<file path="src/rtl/pg_pkg.sv">
package pg_pkg;

    localparam int MAX_LIMIT = 96;
    localparam int CNT_W     = $clog2(MAX_LIMIT + 1);

    typedef enum logic [1:0] {
        PG_NONE     = 2'b00,
        PG_HIT      = 2'b01,
        PG_MISS     = 2'b10,
        PG_CONFLICT = 2'b11
    } pg_class_e;

    typedef enum logic [2:0] {
        LIM_0     = 3'b000,
        LIM_16    = 3'b001,
        LIM_32    = 3'b010,
        LIM_64    = 3'b011,
        LIM_96    = 3'b100,
        LIM_NEVER = 3'b101,
        LIM_AUTO0 = 3'b110,
        LIM_AUTO1 = 3'b111
    } lim_code_e;

    localparam int AUTO_LIMIT = 16;

    typedef struct packed {
        logic             valid;
        logic             pre;
        logic             pend;
        logic [CNT_W-1:0] cnt;
    } bank_ctl_t;

    typedef struct packed {
        logic [CNT_W-1:0] cycles;
        logic             never;
    } limit_t;

    function automatic limit_t decode_limit(input lim_code_e code);
        limit_t r;
        r.never = 1'b0;
        case (code)
            LIM_0:     r.cycles = CNT_W'(0);
            LIM_16:    r.cycles = CNT_W'(16);
            LIM_32:    r.cycles = CNT_W'(32);
            LIM_64:    r.cycles = CNT_W'(64);
            LIM_96:    r.cycles = CNT_W'(96);
            LIM_NEVER: begin
                r.cycles = CNT_W'(MAX_LIMIT);
                r.never  = 1'b1;
            end
            default:   r.cycles = CNT_W'(AUTO_LIMIT);
        endcase
        return r;
    endfunction

endpackage

</file>
<file path="src/rtl/page_limit_decode.sv">
module page_limit_decode
    import pg_pkg::*;
(
    input  logic [2:0]       code,
    output logic [CNT_W-1:0] limit,
    output logic             never
);
    limit_t dec;

    always_comb begin
        dec   = decode_limit(lim_code_e'(code));
        limit = dec.cycles;
        never = dec.never;
    end


    always_comb begin
        auto_default_chk: assert (!(code[2:1] == 2'b11) || (limit == CNT_W'(AUTO_LIMIT) && !never));
    end

endmodule

</file>
<file path="src/rtl/page_bank_slot.sv">
module page_bank_slot
    import pg_pkg::*;
#(
    parameter int ROW_W = 16
) (
    input  logic             clk,
    input  logic             rst,
    input  logic             sel,
    input  logic [ROW_W-1:0] req_row,
    input  logic [CNT_W-1:0] limit,
    input  logic             never,
    input  logic             refresh,
    input  logic             ack,
    output logic             is_open,
    output logic             pre_req,
    output pg_class_e        kind
);
    bank_ctl_t        cur, nx;
    logic [ROW_W-1:0] open_row, nrow;
    logic [ROW_W-1:0] pend_row, nprow;
    logic             idle;

    assign idle = cur.valid && !cur.pre && !sel;

    always_comb begin
        if (!cur.valid)
            kind = PG_MISS;
        else if (open_row == req_row)
            kind = PG_HIT;
        else
            kind = PG_CONFLICT;
    end

    always_comb begin
        nx    = cur;
        nrow  = open_row;
        nprow = pend_row;

        if (sel) begin
            nx.cnt = '0;
            if (!cur.valid) begin
                nx.valid = 1'b1;
                nrow     = req_row;
            end else if (cur.pre || kind == PG_CONFLICT) begin
                nx.pre  = 1'b1;
                nx.pend = 1'b1;
                nprow   = req_row;
            end
        end else if (idle && !never) begin
            if (cur.cnt >= limit)
                nx.pre = 1'b1;
            else
                nx.cnt = cur.cnt + CNT_W'(1);
        end

        if (refresh && nx.valid) begin
            nx.pre  = 1'b1;
            nx.pend = 1'b0;
        end

        if (cur.pre && ack) begin
            nx.pre   = 1'b0;
            nx.cnt   = '0;
            nx.valid = nx.pend;
            if (nx.pend)
                nrow = nprow;
            nx.pend  = 1'b0;
        end
    end

    always_ff @(posedge clk) begin
        if (rst) begin
            cur      <= '0;
            open_row <= '0;
            pend_row <= '0;
        end else begin
            cur      <= nx;
            open_row <= nrow;
            pend_row <= nprow;
        end
    end

    assign is_open = cur.valid;
    assign pre_req = cur.pre;


    pre_hold_chk: assert property (@(posedge clk) disable iff (rst)
        (pre_req && !ack) |=> pre_req);


    ack_release_chk: assert property (@(posedge clk) disable iff (rst)
        (pre_req && ack) |=> !pre_req);


    refresh_force_chk: assert property (@(posedge clk) disable iff (rst)
        (refresh && is_open && !(pre_req && ack)) |=> pre_req);


    never_idle_chk: assert property (@(posedge clk) disable iff (rst)
        (never && !refresh && idle) |=> !pre_req);


    pre_open_chk: assert property (@(posedge clk) disable iff (rst)
        pre_req |-> is_open);

endmodule

</file>
<file path="src/rtl/page_class_reg.sv">
module page_class_reg
    import pg_pkg::*;
#(
    parameter int NUM_BANKS = 8,
    localparam int BANK_W   = $clog2(NUM_BANKS)
) (
    input  logic                        clk,
    input  logic                        rst,
    input  logic                        req_valid,
    input  logic [BANK_W-1:0]           req_bank,
    input  logic [NUM_BANKS-1:0][1:0]   kinds,
    output logic                        cls_valid,
    output logic [1:0]                  cls_kind
);
    always_ff @(posedge clk) begin
        if (rst) begin
            cls_valid <= 1'b0;
            cls_kind  <= PG_NONE;
        end else begin
            cls_valid <= req_valid;
            cls_kind  <= req_valid ? kinds[req_bank] : PG_NONE;
        end
    end
endmodule

</file>
<file path="src/rtl/dram_page_closer.sv">
module dram_page_closer
    import pg_pkg::*;
#(
    parameter int NUM_BANKS = 8,
    parameter int ROW_W     = 16,
    localparam int BANK_W   = $clog2(NUM_BANKS)
) (
    input  logic                 clk,
    input  logic                 rst,
    input  logic                 req_valid,
    input  logic [BANK_W-1:0]    req_bank,
    input  logic [ROW_W-1:0]     req_row,
    input  logic [2:0]           limit_sel,
    input  logic                 refresh_req,
    input  logic [NUM_BANKS-1:0] pre_ack,
    output logic                 cls_valid,
    output logic [1:0]           cls_kind,
    output logic [NUM_BANKS-1:0] pre_req,
    output logic [NUM_BANKS-1:0] row_open
);
    logic [CNT_W-1:0]           limit;
    logic                       never;
    logic [NUM_BANKS-1:0][1:0]  kinds;

    page_limit_decode u_dec (
        .code  (limit_sel),
        .limit (limit),
        .never (never)
    );

    for (genvar b = 0; b < NUM_BANKS; b++) begin : g_bank
        pg_class_e k;
        page_bank_slot #(.ROW_W(ROW_W)) u_slot (
            .clk     (clk),
            .rst     (rst),
            .sel     (req_valid && (req_bank == BANK_W'(b))),
            .req_row (req_row),
            .limit   (limit),
            .never   (never),
            .refresh (refresh_req),
            .ack     (pre_ack[b]),
            .is_open (row_open[b]),
            .pre_req (pre_req[b]),
            .kind    (k)
        );
        assign kinds[b] = k;
    end

    page_class_reg #(.NUM_BANKS(NUM_BANKS)) u_cls (
        .clk       (clk),
        .rst       (rst),
        .req_valid (req_valid),
        .req_bank  (req_bank),
        .kinds     (kinds),
        .cls_valid (cls_valid),
        .cls_kind  (cls_kind)
    );


    miss_flag_chk: assert property (@(posedge clk) disable iff (rst)
        (req_valid && !row_open[req_bank]) |=> (cls_valid && cls_kind == PG_MISS));


    miss_opens_chk: assert property (@(posedge clk) disable iff (rst)
        (req_valid && !row_open[req_bank] && !refresh_req) |=> row_open[$past(req_bank)]);


    idle_no_class_chk: assert property (@(posedge clk) disable iff (rst)
        !req_valid |=> !cls_valid);

endmodule

</file>
<file path="config.mk">
export PLATFORM = sky130hd
export DESIGN_NAME = dram_page_closer
export DESIGN_NICKNAME = d
export VERILOG_FILES = /design/src/rtl/pg_pkg.sv /design/src/rtl/page_limit_decode.sv /design/src/rtl/page_bank_slot.sv /design/src/rtl/page_class_reg.sv /design/src/rtl/dram_page_closer.sv
export SDC_FILE = /design/constraint.sdc
export NUM_CORES = 1
export LEC_CHECK = 0
export ABC_CLOCK_PERIOD_IN_PS = 3720
export BUFFER_PORTS_ARGS = -buffer_cell sky130_fd_sc_hd__buf_4
export CAP_MARGIN = 20
export CORE_ASPECT_RATIO = 0.9
export CORE_UTILIZATION = 55
export DETAILED_ROUTE_END_ITERATION = 8
export PLACE_DENSITY = 0.71
export RECOVER_POWER = 25
export SYNTH_ARGS = -nofsm -noshare
export SYNTH_HDL_FRONTEND = slang
export SYNTH_SLANG_ARGS = --single-unit
</file>
<file path="constraint.sdc">
create_clock -name clk -period 3.72 [get_ports clk]
set_input_delay 0.186 -clock clk [delete_from_list [all_inputs] [get_ports clk]]
set_output_delay 0.186 -clock clk [all_outputs]
set_load 0.01 [all_outputs]
</file>
==> metrics.txt <==
status finished with violations; violated checks max-capacitance violations, max-slew violations; initial antenna violation count 0; RSZ-0062 raised after global routing false; H-tree depth 2; leading area contributor after synthesis dfxtp_1; Synth Register Bits 339; final setup margin 0.720 ns; CTS clk-pin slew, worst paths 0.06 ns; WL per Instance 17.8 um; Max VDD drop 0.271 mV; setup TNS 0 ns; sequential share of the synthesized area 40.8%; CP max FO 17; number of buffers created by CTS 36; cell row count 60; min Tclk post-route 3.00 ns; Vias 13400; layout cells sized above 1 8.90%; FMAX 333 MHz; Synth Area in XOR/XNOR 7.84%; Final Max Slew Viols 104; Netlist cell types 78; grt ovf 0; Vias/cell 5.95; clk_skew 0.0173 ns; adder-cell share of the synthesized area 3.01%; Crit. End Element register; Final HPWL DP 25.7 mm; Reg area 6790 um2; Max Cap Viol 1; area grow syn2layout 7.74%; multi-input gate area in the final layout 8690 um2; placed cell count 2180; worst slack, placed 1.06 ns; Detail Route Antenna Nets 0; CTS tree done; post-synthesis simple-gate area fraction 20.8%; hold depth 3; mux contribution to synthesized area 8.58%; DIE HEIGHT 167 um; final setup fails 0; wirelength, routed 40.1 mm; Post-CTS Hold Fix Bufs 2; Least-Margin Pin Slew 2.28 ns; Yosys top cell area share 40.8%; Reg2Reg Depth 8; 1st-iter DRT viols 1120; chip width 185 um; global-route wire length before repair 64.0 mm; Synth area leaders dfxtp_1 (41%), mux2i_1 (8.2%), nor2_1 (7.5%); Leak 7.29 nW; nets 1891; crit-path cells xnor2_1, nand4_1, nor4_1, clkbuf_1, a21o_1, clkbuf_1, mux2i_1, nor2_1; Starting Density 55.8%; DRC viols 0; Arrival @ worst endpoint 3.31 ns; CP Launch Type register; Worst path slowest cell clkbuf_1; largest net degree at the start of global routing 175; antenna diode count 0; Hold Fails Final Rpt 0; compound-cell area share of the yosys netlist 12.0%; buffer count from post-CTS setup fixing 0; Mapped Cells 1861; fin cells 2246; CP Class reg -> reg; syn nets 1935; clk sinks 339; Final period util 80.7%; DR pass1 iterations 5; largest family of logic cells by synthesized area simple AND/OR/NAND/NOR gates; Total GRT Usage 25.5%; Slew HR -52.2%; Synth async-reset ratio 0%; CTS Buffer Depth 3; number of flops mapped to enable cells by yosys 0; FILL cells 2574; CP required 4.03 ns; synth warn 0; Worst path max stage delay 0.98 ns; ys flop type dfxtp_1; Core Box Area 29800 um2; PostCTS Resize Cnt 0; crit-path most repeated cell clkbuf_1; Root Buffer clkbuf_16; syn avg cell area 8.94 um2; Ports 53; clock latency on the worst-skew pair 0.52 ns; vias in the first global route 12400; IO buf count 52; Syn Std Cell Area 16600 um2; full die area 31000 um2; pwr/cell area 442 nW/um2; Hold Crit Class in -> reg; gpl congestion 0.850
[per-stage QoR]
step                      instance area, um2  utilization [%]  hold slack [ns]  power (W)
final                                  17900             60.2           0.0361    0.00792
after global routing                   17900             60.2           0.0440    0.00821
after CTS                              18000             60.5           0.0232    0.00799
after detailed placement               16900             56.6            0.473    0.00450
after global placement                 16900             56.6            0.463    0.00448
after floorplan                        16600                -            0.363    0.00433
[area by class of cell]
cell class	count	share of cell area, %
Clock buffer	54	5.97
Timing Repair Buffer	80	2.97
Clock inverter	10	0.461
Tap cell	403	2.81
Multi-Input combinational cell	1289	48.4
Inverter	71	1.49
Sequential cell	339	37.9
[cells by family (layout without fill, tap and decap cells)]
family | after synthesis | after routing
adder cells (fa/ha/maj) | 40 | 40
XOR/XNOR | 149 | 149
flip-flops | 339 | 339
multiplexers | 140 | 140
AND/OR/NAND/NOR | 678 | 678
buffers and inverters | 233 | 215
AO/OA/AOI/OAI | 282 | 282
[worst paths after layout]
check | from | to | slack [ns]
min reg2reg | g_bank[6].u_slot.cur[7] | g_bank[6].u_slot.cur[7] | 0.47
max reg2reg | g_bank[4].u_slot.open_row[9] | g_bank[4].u_slot.pend_row[1] | 0.72
max | g_bank[4].u_slot.open_row[9] | g_bank[4].u_slot.pend_row[1] | 0.72
min | pre_ack[1] | g_bank[1].u_slot.is_open | 0.04
[report_power, final]
part | internal [W] | leakage [nW] | switching [W] | total, W
registers | 0.00370 | 2.74 | 0.0000674 | 0.00377
logic | 0.000244 | 3.97 | 0.000407 | 0.000651
clock network | 0.00206 | 0.575 | 0.00145 | 0.00351
total | 0.00600 | 7.29 | 0.00192 | 0.00792
[sequential cells by signal (all words and copies together), names as in the netlist]
name and cells:
g_bank.u_slot.is_open 8, g_bank.u_slot.pend_row 128, u_cls.cls_kind 2, u_cls.cls_valid 1, g_bank.u_slot.open_row 128, g_bank.u_slot.pre_req 8
g_bank.u_slot.cur 64
[layout by cell type (no fill, tap or decap), types with 5 or more instances in the layout]
cell	instances
or4_1	9
a21oi_1	42
clkinv_2	7
and2_1	5
a21boi_0	8
nand4bb_1	8
inv_1	71
or3_1	21
a21o_1	7
a31oi_1	7
buf_4	54
o21ai_1	5
o22ai_1	118
mux2i_1	137
dfxtp_1	339
o2bb2ai_2	6
nand4_1	57
a41oi_2	6
nor3_1	112
xnor2_1	125
clkbuf_8	8
a2111oi_0	6
clkbuf_16	37
o31ai_1	9
clkbuf_1	31
nand3_1	14
o21ai_0	30
a221oi_1	8
nor4_1	27
xor2_1	24
nor2_1	332
ha_1	40
nand2_1	40
and3_1	6
nand2b_1	7
[synth_stat cells, types with 8 or more instances]
library cell  number
inv_1             71
nor3_1           112
o31ai_1            9
nand2_1           40
dfxtp_1          339
buf_2             50
xor2_1            24
o21ai_0           30
clkbuf_1          61
a221oi_1           8
a21boi_0           8
buf_6              9
nand3_1           14
mux2i_1          137
nor2_1           332
nand4_1           56
ha_1              40
or4_1              9
buf_4             41
nor4_1            27
or3_1             21
xnor2_1          125
a21oi_1           42
nand4bb_1          8
o22ai_1          118
[per-layer routing]
metal	track usage [%]	wire [um]	vias to the layer above
met4	6.90	749	0
met5	0	0	-
li1	-	-	6471
met3	3.32	1980	51
met1	35.3	18700	6474
met2	41.3	18600	359
[critical path: cells and delay by family (launching register included)]
family | cells | cell delay (ns)
simple gates | 3 | 0.46
compound gates | 1 | 0.17
mux | 1 | 0.28
xor+xnor | 1 | 0.14
flops | 1 | 0.36
buf+inv | 2 | 1.36
Power figures use the tool's default switching activity.
